<file path="config.mk">
export PLATFORM = sky130hd
export DESIGN_NAME = cmul693_top
export DESIGN_NICKNAME = d
export VERILOG_FILES = /design/src/rtl/cmul_pkg.sv /design/src/rtl/cmul_csa3.sv /design/src/rtl/cmul_csd_net.sv /design/src/rtl/cmul_shared_net.sv /design/src/rtl/cmul693_top.sv
export SDC_FILE = /design/constraint.sdc
export NUM_CORES = 1
export LEC_CHECK = 0
export ABC_AREA = 1
export BUFFER_PORTS_ARGS = -buffer_cell sky130_fd_sc_hd__buf_2
export CAP_MARGIN = 20
export CORE_MARGIN = 10
export CORE_UTILIZATION = 51
export CTS_CLUSTER_DIAMETER = 50
export DETAILED_ROUTE_END_ITERATION = 12
export PLACE_DENSITY = 0.81
export SETUP_SLACK_MARGIN = 0.1
export SLEW_MARGIN = 20
export SYNTH_ARGS = -nofsm -noshare
export SYNTH_HDL_FRONTEND = slang
export SYNTH_SLANG_ARGS = --single-unit
export TNS_END_PERCENT = 50
</file>
<file path="constraint.sdc">
create_clock -name clk_i -period 1.64 [get_ports clk_i]
set_input_delay 0.328 -clock clk_i [delete_from_list [all_inputs] [get_ports clk_i]]
set_output_delay 0.328 -clock clk_i [all_outputs]
set_load 0.02 [all_outputs]
</file>
<file path="src/rtl/cmul_pkg.sv">
package cmul_pkg;
  localparam int unsigned CMUL_K      = 693;
  localparam int unsigned CMUL_GROWTH = 10;
  typedef enum logic {CMUL_CSD = 1'b0, CMUL_SHARED = 1'b1} cmul_arch_e;
endpackage

</file>
<file path="src/rtl/cmul_csa3.sv">
module cmul_csa3 #(
  parameter int WIDTH = 22
) (
  input  logic [WIDTH-1:0] a_i,
  input  logic [WIDTH-1:0] b_i,
  input  logic [WIDTH-1:0] c_i,
  input  logic             cin_i,
  output logic [WIDTH-1:0] s_o,
  output logic [WIDTH-1:0] cy_o
);
  logic [WIDTH-2:0] maj;
  assign s_o = a_i ^ b_i ^ c_i;
  assign maj = (a_i[WIDTH-2:0] & b_i[WIDTH-2:0]) |
               (a_i[WIDTH-2:0] & c_i[WIDTH-2:0]) |
               (b_i[WIDTH-2:0] & c_i[WIDTH-2:0]);
  // carry weighted by 2; the vacated LSB is a free injection point
  assign cy_o = {maj, cin_i};
endmodule

</file>
<file path="src/rtl/cmul_csd_net.sv">
module cmul_csd_net #(
  parameter int W  = 12,
  parameter int OW = W + 10
) (
  input  logic [W-1:0]  x_i,
  output logic [OW-1:0] s_o,
  output logic [OW-1:0] c_o
);
  logic [OW-1:0] xe;
  logic [OW-1:0] t10, n8, n6, n4, t2, t0;
  logic [OW-1:0] sa, ca, sb, cb, sc, cc;

  assign xe  = {{(OW-W){x_i[W-1]}}, x_i};
  assign t10 = xe << 10;
  assign n8  = ~(xe << 8);
  assign n6  = ~(xe << 6);
  assign n4  = ~(xe << 4);
  assign t2  = xe << 2;
  assign t0  = xe;

  // three inverted terms each need +1: injected as carry-ins of three compressors
  cmul_csa3 #(.WIDTH(OW)) u_a (.a_i(t10), .b_i(n8), .c_i(n6), .cin_i(1'b1), .s_o(sa), .cy_o(ca));
  cmul_csa3 #(.WIDTH(OW)) u_b (.a_i(n4),  .b_i(t2), .c_i(t0), .cin_i(1'b1), .s_o(sb), .cy_o(cb));
  cmul_csa3 #(.WIDTH(OW)) u_c (.a_i(sa),  .b_i(ca), .c_i(sb), .cin_i(1'b1), .s_o(sc), .cy_o(cc));
  cmul_csa3 #(.WIDTH(OW)) u_d (.a_i(sc),  .b_i(cc), .c_i(cb), .cin_i(1'b0), .s_o(s_o), .cy_o(c_o));
endmodule

</file>
<file path="src/rtl/cmul_shared_net.sv">
module cmul_shared_net #(
  parameter int W  = 12,
  parameter int OW = W + 10
) (
  input  logic [W-1:0]  x_i,
  output logic [OW-1:0] s_o,
  output logic [OW-1:0] c_o
);
  logic [OW-1:0] xe, x16, x4;
  logic [OW-1:0] s1, c1, s1h, c1h, s2, c2;

  assign xe  = {{(OW-W){x_i[W-1]}}, x_i};
  assign x16 = xe << 4;
  assign x4  = xe << 2;

  // stage 1: 21x as a pair
  cmul_csa3 #(.WIDTH(OW)) u_s1 (.a_i(x16), .b_i(x4), .c_i(xe), .cin_i(1'b0), .s_o(s1), .cy_o(c1));

  assign s1h = s1 << 5;
  assign c1h = c1 << 5;

  // stages 2-3: 33 * (s1 + c1)
  cmul_csa3 #(.WIDTH(OW)) u_s2 (.a_i(s1h), .b_i(c1h), .c_i(s1), .cin_i(1'b0), .s_o(s2), .cy_o(c2));
  cmul_csa3 #(.WIDTH(OW)) u_s3 (.a_i(s2),  .b_i(c2),  .c_i(c1), .cin_i(1'b0), .s_o(s_o), .cy_o(c_o));
endmodule

</file>
<file path="src/rtl/cmul693_top.sv">
module cmul693_top #(
  parameter int                   W    = 12,
  parameter cmul_pkg::cmul_arch_e ARCH = cmul_pkg::CMUL_SHARED,
  localparam int                  OW   = W + int'(cmul_pkg::CMUL_GROWTH)
) (
  input  logic          clk_i,
  input  logic          rst_n,
  input  logic          in_vld_i,
  input  logic [W-1:0]  x_i,
  output logic          pair_vld_o,
  output logic [OW-1:0] sum_o,
  output logic [OW-1:0] carry_o,
  output logic          out_vld_o,
  output logic [OW-1:0] prod_o
);
  logic [OW-1:0] net_s, net_c;
  logic [OW-1:0] sum_q, sum_d, car_q, car_d, prod_q, prod_d;
  logic          pvld_q, pvld_d, ovld_q, ovld_d;

  generate
    if (ARCH == cmul_pkg::CMUL_CSD) begin : g_csd
      cmul_csd_net #(.W(W), .OW(OW)) u_net (.x_i(x_i), .s_o(net_s), .c_o(net_c));
    end else begin : g_shared
      cmul_shared_net #(.W(W), .OW(OW)) u_net (.x_i(x_i), .s_o(net_s), .c_o(net_c));
    end
  endgenerate

  always_comb begin
    pvld_d = in_vld_i;
    sum_d  = sum_q;
    car_d  = car_q;
    if (in_vld_i) begin
      sum_d = net_s;
      car_d = net_c;
    end
    ovld_d = pvld_q;
    prod_d = prod_q;
    if (pvld_q) begin
      prod_d = sum_q + car_q;
    end
  end

  always_ff @(posedge clk_i or negedge rst_n) begin
    if (!rst_n) begin
      pvld_q <= 1'b0;
      sum_q  <= '0;
      car_q  <= '0;
      ovld_q <= 1'b0;
      prod_q <= '0;
    end else begin
      pvld_q <= pvld_d;
      sum_q  <= sum_d;
      car_q  <= car_d;
      ovld_q <= ovld_d;
      prod_q <= prod_d;
    end
  end

  assign pair_vld_o = pvld_q;
  assign sum_o      = sum_q;
  assign carry_o    = car_q;
  assign out_vld_o  = ovld_q;
  assign prod_o     = prod_q;
endmodule

</file>
# After elaboration in Yosys (flattened, before gate mapping)
# Index checks and enable logic that the tools add are counted.
# word_totals
ff_bits,67
in_bits,15
out_inout_bits,68
elab_cells,27
# classes
addsub,1
bitwise_logic,21
# ops
operator,count
21-bit AND,9
22-bit bitwise XOR,6
21-bit bitwise OR,6
22-bit adder,1

# Logic depth before layout (Yosys ltp)
# Gate-level depths: netlist of the first run.
# depth
depth_word,9
mapped_depth,12
ltp_nobuf,12

# By module
# Synthesis of the first run repeated with hierarchy kept, for this count alone.
# hier_totals
hier_cells,568
hier_area_um2,5367.6
# by_module_without_submodules
mod,instances,cells_per_inst,area_per_inst_um2,seq_area_each_um2
cmul693_top,1,474,3975.1,1701.6
cmul_csa3,3,31,462.9,0.0
cmul_shared_net,1,1,3.8,0.0

# Worst setup path before layout of the first run
# Ideal clock, no wire load.
# synth_path
kind,input-to-reg
start,in x_i[11]
end,"reg sum_q[12], in the netlist sum_o[12]"
setup_ps,66
arrival_ps,2220
required_time_ps,1574
slack_ps,-645
stages,8
n_path_buf,1
path_cell_list,buf_4 -> inv_4 -> fa_1 -> fa_1 -> inv_1 -> fa_1 -> nand2_1 -> nand2_1
# synth_between
elab_chain_len,6
word_cells_on_any_way,12
classes_between,bitwise (12)
# synth_lines
item,line,rtl
"start, declared",cmul693_top.sv:9,"input logic [W-1:0] x_i,"
22-bit bitwise XOR,cmul_csa3.sv:12,assign s_o = a_i ^ b_i ^ c_i;
21-bit AND,cmul_csa3.sv:14,(a_i[WIDTH-2:0] & c_i[WIDTH-2:0]) |
21-bit bitwise OR,cmul_csa3.sv:13,assign maj = (a_i[WIDTH-2:0] & b_i[WIDTH-2:0]) |
21-bit bitwise OR,cmul_csa3.sv:14,
22-bit bitwise XOR,cmul_csa3.sv:12,
22-bit bitwise XOR (*),cmul_csa3.sv:12,
via g_shared.u_net.s_o[12],cmul_shared_net.sv:6,"output logic [OW-1:0] s_o,"
"end signal, assigned",cmul693_top.sv:52,sum_q <= sum_d;
"end, declared",cmul693_top.sv:17,"logic [OW-1:0] sum_q, sum_d, car_q, car_d, prod_q, prod_d;"
# The timed path passes the listed nets; every way through them passes the cells marked *.
# A chain may end at the register's enable or synchronous reset.

# Worst setup path after layout of the first run
# layout_path
start,in x_i[5]
end,"reg sum_q[14], in the netlist sum_o[14]"
# layout_between
elab_chain_len,8
word_cells_on_any_way,14
classes_between,bitwise (14)
# layout_lines
item,line
21-bit AND,cmul_csa3.sv:13
21-bit bitwise OR,cmul_csa3.sv:13
21-bit bitwise OR,cmul_csa3.sv:14
21-bit AND,cmul_csa3.sv:13
21-bit bitwise OR,cmul_csa3.sv:13
21-bit bitwise OR,cmul_csa3.sv:14
22-bit bitwise XOR (*) (2 in a row),cmul_csa3.sv:12
via g_shared.u_net.s_o[14],cmul_shared_net.sv:6
# Marked as above.

==> results of run 1 <==
## Yosys cell counts
| cell type | instances | area (sq um) |
|---|---|---|
| sky130_fd_sc_hd__nand2_1 | 201 | 754 |
| sky130_fd_sc_hd__inv_1 | 65 | 244 |
| sky130_fd_sc_hd__dfrtp_1 | 64 | 1600 |
| sky130_fd_sc_hd__o21ai_0 | 31 | 155 |
| sky130_fd_sc_hd__fa_1 | 29 | 581 |
| sky130_fd_sc_hd__ha_1 | 29 | 363 |
| sky130_fd_sc_hd__nor2_1 | 27 | 101 |
| sky130_fd_sc_hd__nand3_1 | 17 | 85.1 |
| sky130_fd_sc_hd__a21oi_1 | 12 | 60.1 |
| sky130_fd_sc_hd__xnor2_1 | 11 | 96.3 |
| sky130_fd_sc_hd__clkbuf_1 | 10 | 37.5 |
| sky130_fd_sc_hd__buf_4 | 6 | 45.0 |
| sky130_fd_sc_hd__nand2_2 | 6 | 37.5 |
| sky130_fd_sc_hd__nand3b_1 | 5 | 37.5 |
| sky130_fd_sc_hd__o21ai_1 | 3 | 15.0 |
| sky130_fd_sc_hd__and2_1 | 2 | 12.5 |
| sky130_fd_sc_hd__nand3_2 | 2 | 20.0 |
| sky130_fd_sc_hd__nor3_1 | 2 | 10.0 |
| sky130_fd_sc_hd__a21oi_2 | 1 | 8.76 |
| sky130_fd_sc_hd__a31oi_1 | 1 | 6.26 |
| sky130_fd_sc_hd__buf_2 | 1 | 5.00 |
| sky130_fd_sc_hd__clkinv_1 | 1 | 3.75 |
| sky130_fd_sc_hd__conb_1 | 1 | 3.75 |
| sky130_fd_sc_hd__inv_4 | 1 | 6.26 |
| sky130_fd_sc_hd__nand4_1 | 1 | 6.26 |
| sky130_fd_sc_hd__nor2_2 | 1 | 6.26 |
| sky130_fd_sc_hd__o21ai_2 | 1 | 8.76 |
| sky130_fd_sc_hd__o22a_1 | 1 | 8.76 |
| sky130_fd_sc_hd__o311ai_0 | 1 | 8.76 |
| sky130_fd_sc_hd__xor2_1 | 1 | 8.76 |
| sky130_fd_sc_hd__xor2_2 | 1 | 16.3 |
## how the worst max path moves through the flow
stage / endpoint / slack (ns)
after global routing: sum_o[14] / -0.43
after global placement: sum_o[9] / -0.66
final: sum_o[14] / -0.40
after detailed placement: sum_o[9] / -0.70
after CTS: sum_o[14] / -0.32
after floorplan: sum_o[12] / -0.52
## flip-flops by register name, indices dropped and copies added (netlist names)
name and count:
pair_vld_o 1, out_vld_o 1, prod_o 22, sum_o 22, carry_o 18
## layout make-up
cell class | instances | area, sq um | area share
inverter | 67 | 259 | 0.0415
clock buffer | 10 | 138 | 0.0221
tap | 105 | 131 | 0.0211
sequential | 64 | 1600 | 0.257
multi-input combinational | 390 | 2880 | 0.462
timing repair buffer | 156 | 1110 | 0.178
clock inverter | 6 | 115 | 0.0185
## timing repair
action,CTS,global route
resized for setup,63,54
endpoints found under the setup margin,37,36
pin swaps,25,33
setup buffers,3,3
hold buffers,1,0
hold endpoints to repair,20,0
## power breakdown
part	internal (mW)	switching (mW)	leakage (nW)
sequential	2.04	0.419	0.776
clock	1.06	0.663	0.123
combinational	2.39	3.18	2.33
total	5.48	4.26	3.23
## per-stage QoR
step           setup TNS (ns)  hold slack (ns)  setup WS (ns)  cell area (sq um)
2_1_floorplan           -6.80           0.0324         -0.517               4420
3_3_place_gp           -12.63            0.324         -0.661               5410
3_5_place_dp           -14.11            0.339         -0.700               5410
4_1_cts                 -3.51            0.323         -0.322               6040
5_1_grt                 -5.85            0.350         -0.429               6230
6_report                -4.26            0.319         -0.402               6230
## layer usage
layer  vias up  track usage  part of all wire
met5         -            0                 0
met4         0       0.0668             0.015
met1      2051        0.240              0.38
met3        29       0.0426             0.072
li1       1953            -                 -
met2       196        0.394              0.54
## worst reg2reg max path: cells and delay by family, from the launching register on
family                     cells  cell delay, ns
DFF                            1            0.42
adders and majority gates      1            0.28
buffers and inverters          1            0.10
and+or+nand+nor                9            0.80
## cells by family after synthesis
group / count (synthesis) / synth area share
other: 1 / 0.000861
AND/OR/NAND/NOR: 264 / 0.246
flip-flops: 64 / 0.368
adder cells (fa/ha/maj): 58 / 0.217
XOR/XNOR: 13 / 0.0279
AO/OA/AOI/OAI: 51 / 0.0624
buffers and inverters: 84 / 0.0784
==> results.sh, run 1 <==
export IMPL_min_delay_start="x_i[0]"
export IMPL_io_buffers=78
export IMPL_max_clock_path_buffers=2
export IMPL_rows=33
export IMPL_grt_ovfl_total=0
export IMPL_end_kind="flip-flop"
export IMPL_layout_commonest_cell="sky130_fd_sc_hd__nand2_1"
export IMPL_fp_dieW_um=112
export IMPL_min_period_ns=2.04
export IMPL_max_clock_freq_mhz=490
export IMPL_drive_above_1_share=0.395
export IMPL_tritoncts="built"
export IMPL_cp_data_required_time_ns=1.92
export IMPL_p_leak_nw=3.23
export IMPL_cap_violations=0
export IMPL_layout_area_overhead_vs_synth_pct=43.2
export IMPL_post_synth_cell_area_avg_sq_um=8.14
export IMPL_critical_path_reg2reg_startpoint="sum_o[9]"
export IMPL_diodes=0
export IMPL_setup_reg_to_reg_worst_slack_ns=-0.05
export IMPL_total_power_mw=9.75
export IMPL_worstPathMaxFanout=3
export IMPL_crit_start="x_i[5]"
export IMPL_layout_nets=761
export IMPL_hold_class="in2reg"
export IMPL_relSlewSlack=0.620
export IMPL_grt_pass1_wl_mm=22.2
export IMPL_ys_types=31
export IMPL_grt_max_degree=28
export IMPL_ys_ff_latch=64
export IMPL_groute_usage_overall=0.214
export IMPL_holdPathStages=4
export IMPL_place_inst=777
export IMPL_detailed_place_hpwl_mm=9.71
export IMPL_drtPass1Iterations=5
export IMPL_first_global_vias=4486
export IMPL_boundaryPins=83
export IMPL_setup_repair_after_global_routing_missed_its_margin="yes"
export IMPL_synth_seq_area_share=0.368
export IMPL_core_area_sq_mm=0.00826
export IMPL_timing_critical_path_from_type="primary input"
export IMPL_dieArea_sq_mm=0.0126
export IMPL_synth_cells=535
export IMPL_clock_sink_count=64
export IMPL_clock_skew_ns=0.00863
export IMPL_worst_setup_hold_path_clk_slew_ns=0.08
export IMPL_min_delay_worst_endpoint="sum_o[0]"
export IMPL_number_of_antenna_violations_at_the_first_check_in_global_routing=0
export IMPL_yosys_warns=0
export IMPL_gpl_final_weighted_congestion=0.888
export IMPL_data_arrival_time_of_the_critical_path_ns=2.32
export IMPL_slew_viol_final=0
export IMPL_detail_route_drc_violations=0
export IMPL_worstRegToRegCells=11
export IMPL_timing_worst_setup_path_type="in2reg"
export IMPL_powerDensity_mw_per_mm2=1560
export IMPL_cp_depth=8
export IMPL_critPathMaxStageDelay_ns=0.55
export IMPL_timing_hold_violations_final=0
export IMPL_post_drt_via_cell_ratio=5.30
export IMPL_timing_critical_path_cells="buf_8 > fa_1 > inv_2 > fa_1 > inv_2 > fa_2 > nand2_2 > nand2_2"
export IMPL_die_h_um=112
export IMPL_synthesis_area_sq_mm=0.00435
export IMPL_cp_num_buf_inv=3
export IMPL_layoutNonFillerInstCount=798
export IMPL_initial_utilization=0.527
export IMPL_ant_nets=0
export IMPL_cts_max_level=3
export IMPL_setup_viol=23
export IMPL_fillerInstances=532
export IMPL_drt_first_iter_violations=240
export IMPL_cts_root_buf="sky130_fd_sc_hd__clkbuf_8"
export IMPL_max_vdd_ir_drop_v=0.000759
export IMPL_endpoint_of_the_most_critical_register_to_register_path="prod_o[20]"
export IMPL_final_cell_mix="sky130_fd_sc_hd__nand2_1 (177), sky130_fd_sc_hd__buf_4 (76), sky130_fd_sc_hd__buf_2 (65)"
export IMPL_post_route_worst_setup_slack_ns=-0.402
export IMPL_tritoncts_num_buffers=9
export IMPL_final_min_period_over_clock_period=1.25
export IMPL_tightestPinTransition_ns=0.570
export IMPL_crit_slowest_cell="sky130_fd_sc_hd__fa_1"
export IMPL_routed_wl_mm=14.1
export IMPL_vias=4229
export IMPL_post_route_util=0.755
export IMPL_status="complete, but fails checks"
export IMPL_failed_checks="negative setup slack"
export IMPL_insertion_delay_ns=0.35
export IMPL_avgRoutedWirePerCell_um=17.6
export IMPL_critPathTopFamily="adder cells"
(Power assumes the default switching activity.)
==> run 2, diff against run 1 <==
--- a/config.mk
+++ b/config.mk
@@ -14,6 +14,7 @@
 export DETAILED_ROUTE_END_ITERATION = 12
 export PLACE_DENSITY = 0.81
 export SETUP_SLACK_MARGIN = 0.1
+export SKIP_CTS_REPAIR_TIMING = 1
 export SLEW_MARGIN = 20
 export SYNTH_ARGS = -nofsm -noshare
 export SYNTH_HDL_FRONTEND = slang
==> run 2 against run 1 <==
  * The run still ends with negative setup slack left
  * Worst hold slack improved by 0.039 ns
  * Critical path depth unchanged
  * Wire length increased by 8.0%
  * Critical path type unchanged
  * Highest routed layer unchanged
==> results.sh, run 2 (synthesized netlist as in run 1, its figures left out) <==
export IMPL_status="complete, but fails checks"
export IMPL_failed_checks="negative setup slack"
export IMPL_worstPathMaxFanout=4
export IMPL_p_leak_nw=3.25
export IMPL_avgRoutedWirePerCell_um=18.8
export IMPL_max_clock_freq_mhz=487
export IMPL_initial_utilization=0.527
export IMPL_drtPass1Iterations=8
export IMPL_cts_root_buf="sky130_fd_sc_hd__clkbuf_8"
export IMPL_min_period_ns=2.05
export IMPL_clock_skew_ns=0.00694
export IMPL_timing_hold_ws_ns=0.358
export IMPL_first_global_vias=4266
export IMPL_setup_repair_after_global_routing_missed_its_margin="yes"
export IMPL_detailed_place_hpwl_mm=9.71
export IMPL_drive_above_1_share=0.407
export IMPL_io_buffers=78
export IMPL_place_inst=777
export IMPL_critical_path_reg2reg_startpoint="sum_o[7]"
export IMPL_slew_viol_final=0
export IMPL_powerDensity_mw_per_mm2=1610
export IMPL_end_kind="flip-flop"
export IMPL_endpoint_of_the_most_critical_register_to_register_path="prod_o[14]"
export IMPL_final_cell_mix="sky130_fd_sc_hd__nand2_1 (180), sky130_fd_sc_hd__buf_4 (85), sky130_fd_sc_hd__buf_2 (68)"
export IMPL_timing_hold_violations_final=0
export IMPL_number_of_antenna_violations_at_the_first_check_in_global_routing=0
export IMPL_max_vdd_ir_drop_v=0.000654
export IMPL_crit_slowest_cell="sky130_fd_sc_hd__fa_1"
export IMPL_layout_commonest_cell="sky130_fd_sc_hd__nand2_1"
export IMPL_cp_num_buf_inv=3
export IMPL_die_h_um=112
export IMPL_tritoncts="built"
export IMPL_tritoncts_num_buffers=9
export IMPL_cts_max_level=3
export IMPL_insertion_delay_ns=0.35
export IMPL_tightestPinTransition_ns=0.564
export IMPL_fp_dieW_um=112
export IMPL_data_arrival_time_of_the_critical_path_ns=2.34
export IMPL_min_delay_worst_endpoint="sum_o[0]"
export IMPL_final_setup_tns_ns=-4.58
export IMPL_max_clock_path_buffers=2
export IMPL_post_route_util=0.760
export IMPL_worstRegToRegCells=8
export IMPL_groute_usage_overall=0.197
export IMPL_cp_data_required_time_ns=1.93
export IMPL_setup_viol=25
export IMPL_timing_critical_path_from_type="primary input"
export IMPL_timing_critical_path_cells="buf_8 > fa_1 > inv_2 > fa_1 > inv_2 > fa_2 > nand2_2 > nand2_2"
export IMPL_critPathTopFamily="adder cells"
export IMPL_vias=4429
export IMPL_boundaryPins=83
export IMPL_drt_first_iter_violations=380
export IMPL_routed_wl_mm=15.2
export IMPL_ant_nets=0
export IMPL_grt_ovfl_total=0
export IMPL_gpl_final_weighted_congestion=0.888
export IMPL_post_drt_via_cell_ratio=5.50
export IMPL_hold_class="in2reg"
export IMPL_layout_area_overhead_vs_synth_pct=44.1
export IMPL_crit_start="x_i[7]"
export IMPL_clock_sink_count=64
export IMPL_grt_pass1_wl_mm=20.6
export IMPL_rows=33
export IMPL_setup_reg_to_reg_worst_slack_ns=-0.12
export IMPL_detail_route_drc_violations=0
export IMPL_post_route_worst_setup_slack_ns=-0.413
export IMPL_layoutNonFillerInstCount=806
export IMPL_cap_violations=0
export IMPL_final_min_period_over_clock_period=1.25
export IMPL_relSlewSlack=0.624
export IMPL_dieArea_sq_mm=0.0126
export IMPL_min_delay_start="x_i[0]"
export IMPL_core_area_sq_mm=0.00826
export IMPL_diodes=0
export IMPL_layout_nets=769
export IMPL_timing_worst_setup_path_type="in2reg"
export IMPL_grt_max_degree=28
export IMPL_holdPathStages=4
export IMPL_worst_setup_hold_path_clk_slew_ns=0.08
export IMPL_critPathMaxStageDelay_ns=0.57
## run 2: cell count changes in the layout (fill, tap and decap cells not counted), moves of 3 or more
cell,change
sky130_fd_sc_hd__buf_4,+9
sky130_fd_sc_hd__buf_8,-5
sky130_fd_sc_hd__nand2_2,-5
sky130_fd_sc_hd__buf_2,+3
sky130_fd_sc_hd__nand2_1,+3
## run 2: worst max-delay path by stage
stage	end	slack, ns	depth (start not counted)
CTS	sum_o[14]	-0.36	8
global route	sum_o[14]	-0.45	8
finish	sum_o[14]	-0.41	8
detailed placement	sum_o[9]	-0.70	8
global placement	sum_o[9]	-0.66	8
floorplan	sum_o[12]	-0.52	8
## run 2: stage by stage
step | setup slack (ns) | power, mW | area [sq um]
2_1_floorplan | -0.517 | 5.14 | 4420
3_3_place_gp | -0.661 | 6.82 | 5410
3_5_place_dp | -0.700 | 6.98 | 5410
4_1_cts | -0.359 | 8.75 | 5660
5_1_grt | -0.446 | 10.6 | 6280
6_report | -0.413 | 10.1 | 6280
## run 2: area by class of cell
type	count	area (sq um)
clock buffer	10	138
tap	105	131
clock inverter	6	115
timing repair buffer	164	1130
sequential	64	1610
multi-input combinational	390	2900
fill	514	1980
inverter	67	259
## run 2: tightest hold or removal path, stage by stage
cell	delay [ns]
sky130_fd_sc_hd__buf_2	0.10
sky130_fd_sc_hd__buf_4	0.13
sky130_fd_sc_hd__nand2_1	0.05
sky130_fd_sc_hd__o21ai_0	0.06
## run 2: power by group
| group | internal [mW] | leakage, nW | switching (mW) |
|---|---|---|---|
| Combinational | 2.51 | 2.36 | 3.36 |
| Clock | 1.06 | 0.123 | 0.684 |
| Sequential | 2.04 | 0.775 | 0.438 |
| Total | 5.61 | 3.25 | 4.48 |
## run 2: metal layers
metal / GRT usage / routed length (um)
met1: 0.234 / 5590
met2: 0.350 / 8040
met3: 0.0362 / 1000
met4: 0.0668 / 552
met5: 0 / 0
==> run 3, diff against run 2 <==
--- a/config.mk
+++ b/config.mk
@@ -13,6 +13,7 @@
 export CTS_CLUSTER_DIAMETER = 50
 export DETAILED_ROUTE_END_ITERATION = 12
 export PLACE_DENSITY = 0.81
+export REMOVE_ABC_BUFFERS = 1
 export SETUP_SLACK_MARGIN = 0.1
 export SKIP_CTS_REPAIR_TIMING = 1
 export SLEW_MARGIN = 20
==> run 3 against run 2 <==
  * The run still ends with negative setup slack left
  * Clock skew rose by 0.0023 ns
  * Cell area is 1.3% lower
  * Power decreased by 5.7%
  * Worst hold slack worse by 0.032 ns
  * Critical path depth decreased by 1
  * Clock power shrank 28%
  * Die area did not move
  * Register-to-register slack got worse by 0.02 ns
==> results.sh, run 3 (synthesized netlist as in run 1, its figures left out) <==
export IMPL_status="complete, but fails checks"
export IMPL_failed_checks="negative setup slack"
export IMPL_rows=33
export IMPL_layout_nets=767
export IMPL_groute_usage_overall=0.189
export IMPL_initial_utilization=0.527
export IMPL_timing_worst_setup_path_type="in2reg"
export IMPL_post_route_worst_setup_slack_ns=-0.349
export IMPL_drive_above_1_share=0.391
export IMPL_insertion_delay_ns=0.37
export IMPL_cts_root_buf="sky130_fd_sc_hd__clkbuf_8"
export IMPL_ant_nets=0
export IMPL_io_buffers=78
export IMPL_grt_max_degree=65
export IMPL_detailed_place_hpwl_mm=9.43
export IMPL_critPathMaxStageDelay_ns=0.56
export IMPL_hold_class="in2reg"
export IMPL_power_frac_seq=0.255
export IMPL_netSwitchingFraction=0.461
export IMPL_netSwitchingPower_mw=4.39
export IMPL_fp_dieW_um=112
export IMPL_boundaryPins=83
export IMPL_max_clock_path_buffers=2
export IMPL_end_kind="flip-flop"
export IMPL_detail_route_drc_violations=0
export IMPL_worstPathMaxFanout=3
export IMPL_drt_first_iter_violations=318
export IMPL_powerDensity_mw_per_mm2=1540
export IMPL_fillerInstances=555
export IMPL_dieArea_sq_mm=0.0126
export IMPL_data_arrival_time_of_the_critical_path_ns=2.25
export IMPL_timing_critical_path_from_type="primary input"
export IMPL_cts_max_level=3
export IMPL_timing_critical_path_cells="buf_8 > fa_1 > buf_4 > fa_1 > fa_2 > nand2_1 > nand2_1"
export IMPL_vias=4324
export IMPL_final_setup_tns_ns=-4.57
export IMPL_place_inst=778
export IMPL_diodes=0
export IMPL_max_vdd_ir_drop_v=0.000610
export IMPL_grt_ovfl_total=0
export IMPL_critPathTopFamily="adder cells"
export IMPL_core_area_sq_mm=0.00826
export IMPL_cp_num_buf_inv=2
export IMPL_slew_viol_final=0
export IMPL_min_period_ns=1.99
export IMPL_internal_power_mw=5.13
export IMPL_die_h_um=112
export IMPL_cap_violations=0
export IMPL_final_cell_mix="sky130_fd_sc_hd__nand2_1 (181), sky130_fd_sc_hd__buf_4 (80), sky130_fd_sc_hd__buf_2 (67)"
export IMPL_drtPass1Iterations=7
export IMPL_tritoncts_num_buffers=9
export IMPL_layout_area_overhead_vs_synth_pct=42.3
export IMPL_pwr_share_clk=0.132
export IMPL_clock_skew_ns=0.00923
export IMPL_gpl_final_weighted_congestion=0.848
export IMPL_cp_data_required_time_ns=1.90
export IMPL_tritoncts="built"
export IMPL_p_leak_nw=3.28
export IMPL_routed_wl_mm=14.6
export IMPL_avgRoutedWirePerCell_um=18.2
export IMPL_worst_setup_hold_path_clk_slew_ns=0.08
export IMPL_first_global_vias=4148
export IMPL_max_clock_freq_mhz=503
export IMPL_timing_hold_ws_ns=0.325
export IMPL_final_min_period_over_clock_period=1.21
export IMPL_preCtsSetupSlack_ns=-0.777
export IMPL_setup_viol=26
export IMPL_post_drt_via_cell_ratio=5.38
export IMPL_layoutNonFillerInstCount=804
export IMPL_grt_pass1_wl_mm=19.7
export IMPL_number_of_antenna_violations_at_the_first_check_in_global_routing=0
export IMPL_crit_slowest_cell="sky130_fd_sc_hd__fa_1"
export IMPL_share_comb_of_total_power=0.614
export IMPL_timing_hold_violations_final=0
export IMPL_setup_repair_after_global_routing_missed_its_margin="yes"
export IMPL_clock_sink_count=64
export IMPL_layout_commonest_cell="sky130_fd_sc_hd__nand2_1"
run 3: cell types whose count changed in the layout (fill, tap and decap cells not counted), moves of 3 or more:
| cell | delta |
|---|---|
| sky130_fd_sc_hd__nand2_2 | -6 |
| sky130_fd_sc_hd__buf_4 | -5 |
| sky130_fd_sc_hd__nand2_4 | +5 |
| sky130_fd_sc_hd__clkinv_2 | +4 |
| sky130_fd_sc_hd__ha_4 | -4 |
| sky130_fd_sc_hd__inv_4 | +4 |
| sky130_fd_sc_hd__buf_8 | +3 |
| sky130_fd_sc_hd__bufinv_16 | -3 |
| sky130_fd_sc_hd__fa_1 | +3 |
| sky130_fd_sc_hd__fa_2 | -3 |
| sky130_fd_sc_hd__ha_1 | +3 |
| sky130_fd_sc_hd__inv_2 | -3 |
run 3: power groups by stage:
stage | combinational, mW | clock, mW | sequential (mW)
floorplan | 2.18 | 0 | 2.92
global placement | 4.47 | 0 | 2.31
detailed placement | 4.58 | 0 | 2.33
CTS | 4.62 | 1.24 | 2.31
global route | 6.30 | 1.32 | 2.48
finish | 5.84 | 1.25 | 2.42
run 3: path summary, 6_finish.rpt:
path	cells past startpoint	slack [ns]	startpoint	end
min in group asynchronous	3	0.51	rst_n	prod_o[1]
max	7	-0.35	x_i[6]	sum_o[8]
max in group asynchronous	3	0.82	rst_n	carry_o[13]
min	2	0.33	in_vld_i	pair_vld_o
min reg2reg	2	0.47	prod_o[15]	prod_o[15]
max reg2reg	11	-0.14	carry_o[4]	prod_o[16]
run 3: through the flow:
stage                     power, mW  utilization  cell area, sq um
final                          9.51        0.750              6190
after floorplan                5.10            -              4280
after detailed placement       6.92        0.653              5390
after CTS                      8.17        0.673              5560
after global placement         6.78        0.653              5390
after global routing           10.1        0.750              6190
run 3: metal layers:
| metal | up-vias | routed length [um] | GRT usage |
|---|---|---|---|
| li1 | 1967 | - | - |
| met1 | 2084 | 5530 | 0.222 |
| met2 | 210 | 7410 | 0.319 |
| met3 | 63 | 887 | 0.0293 |
| met4 | 0 | 796 | 0.113 |
| met5 | - | 0 | 0 |
run 3: cell type report:
class	count	area [sq um]	area share
inverter	67	262	0.0422
multi-input combinational	390	2880	0.464
sequential	64	1600	0.259
tap	105	131	0.0212
clock inverter	4	20.0	0.00323
timing repair buffer	162	1160	0.187
clock buffer	12	145	0.0234
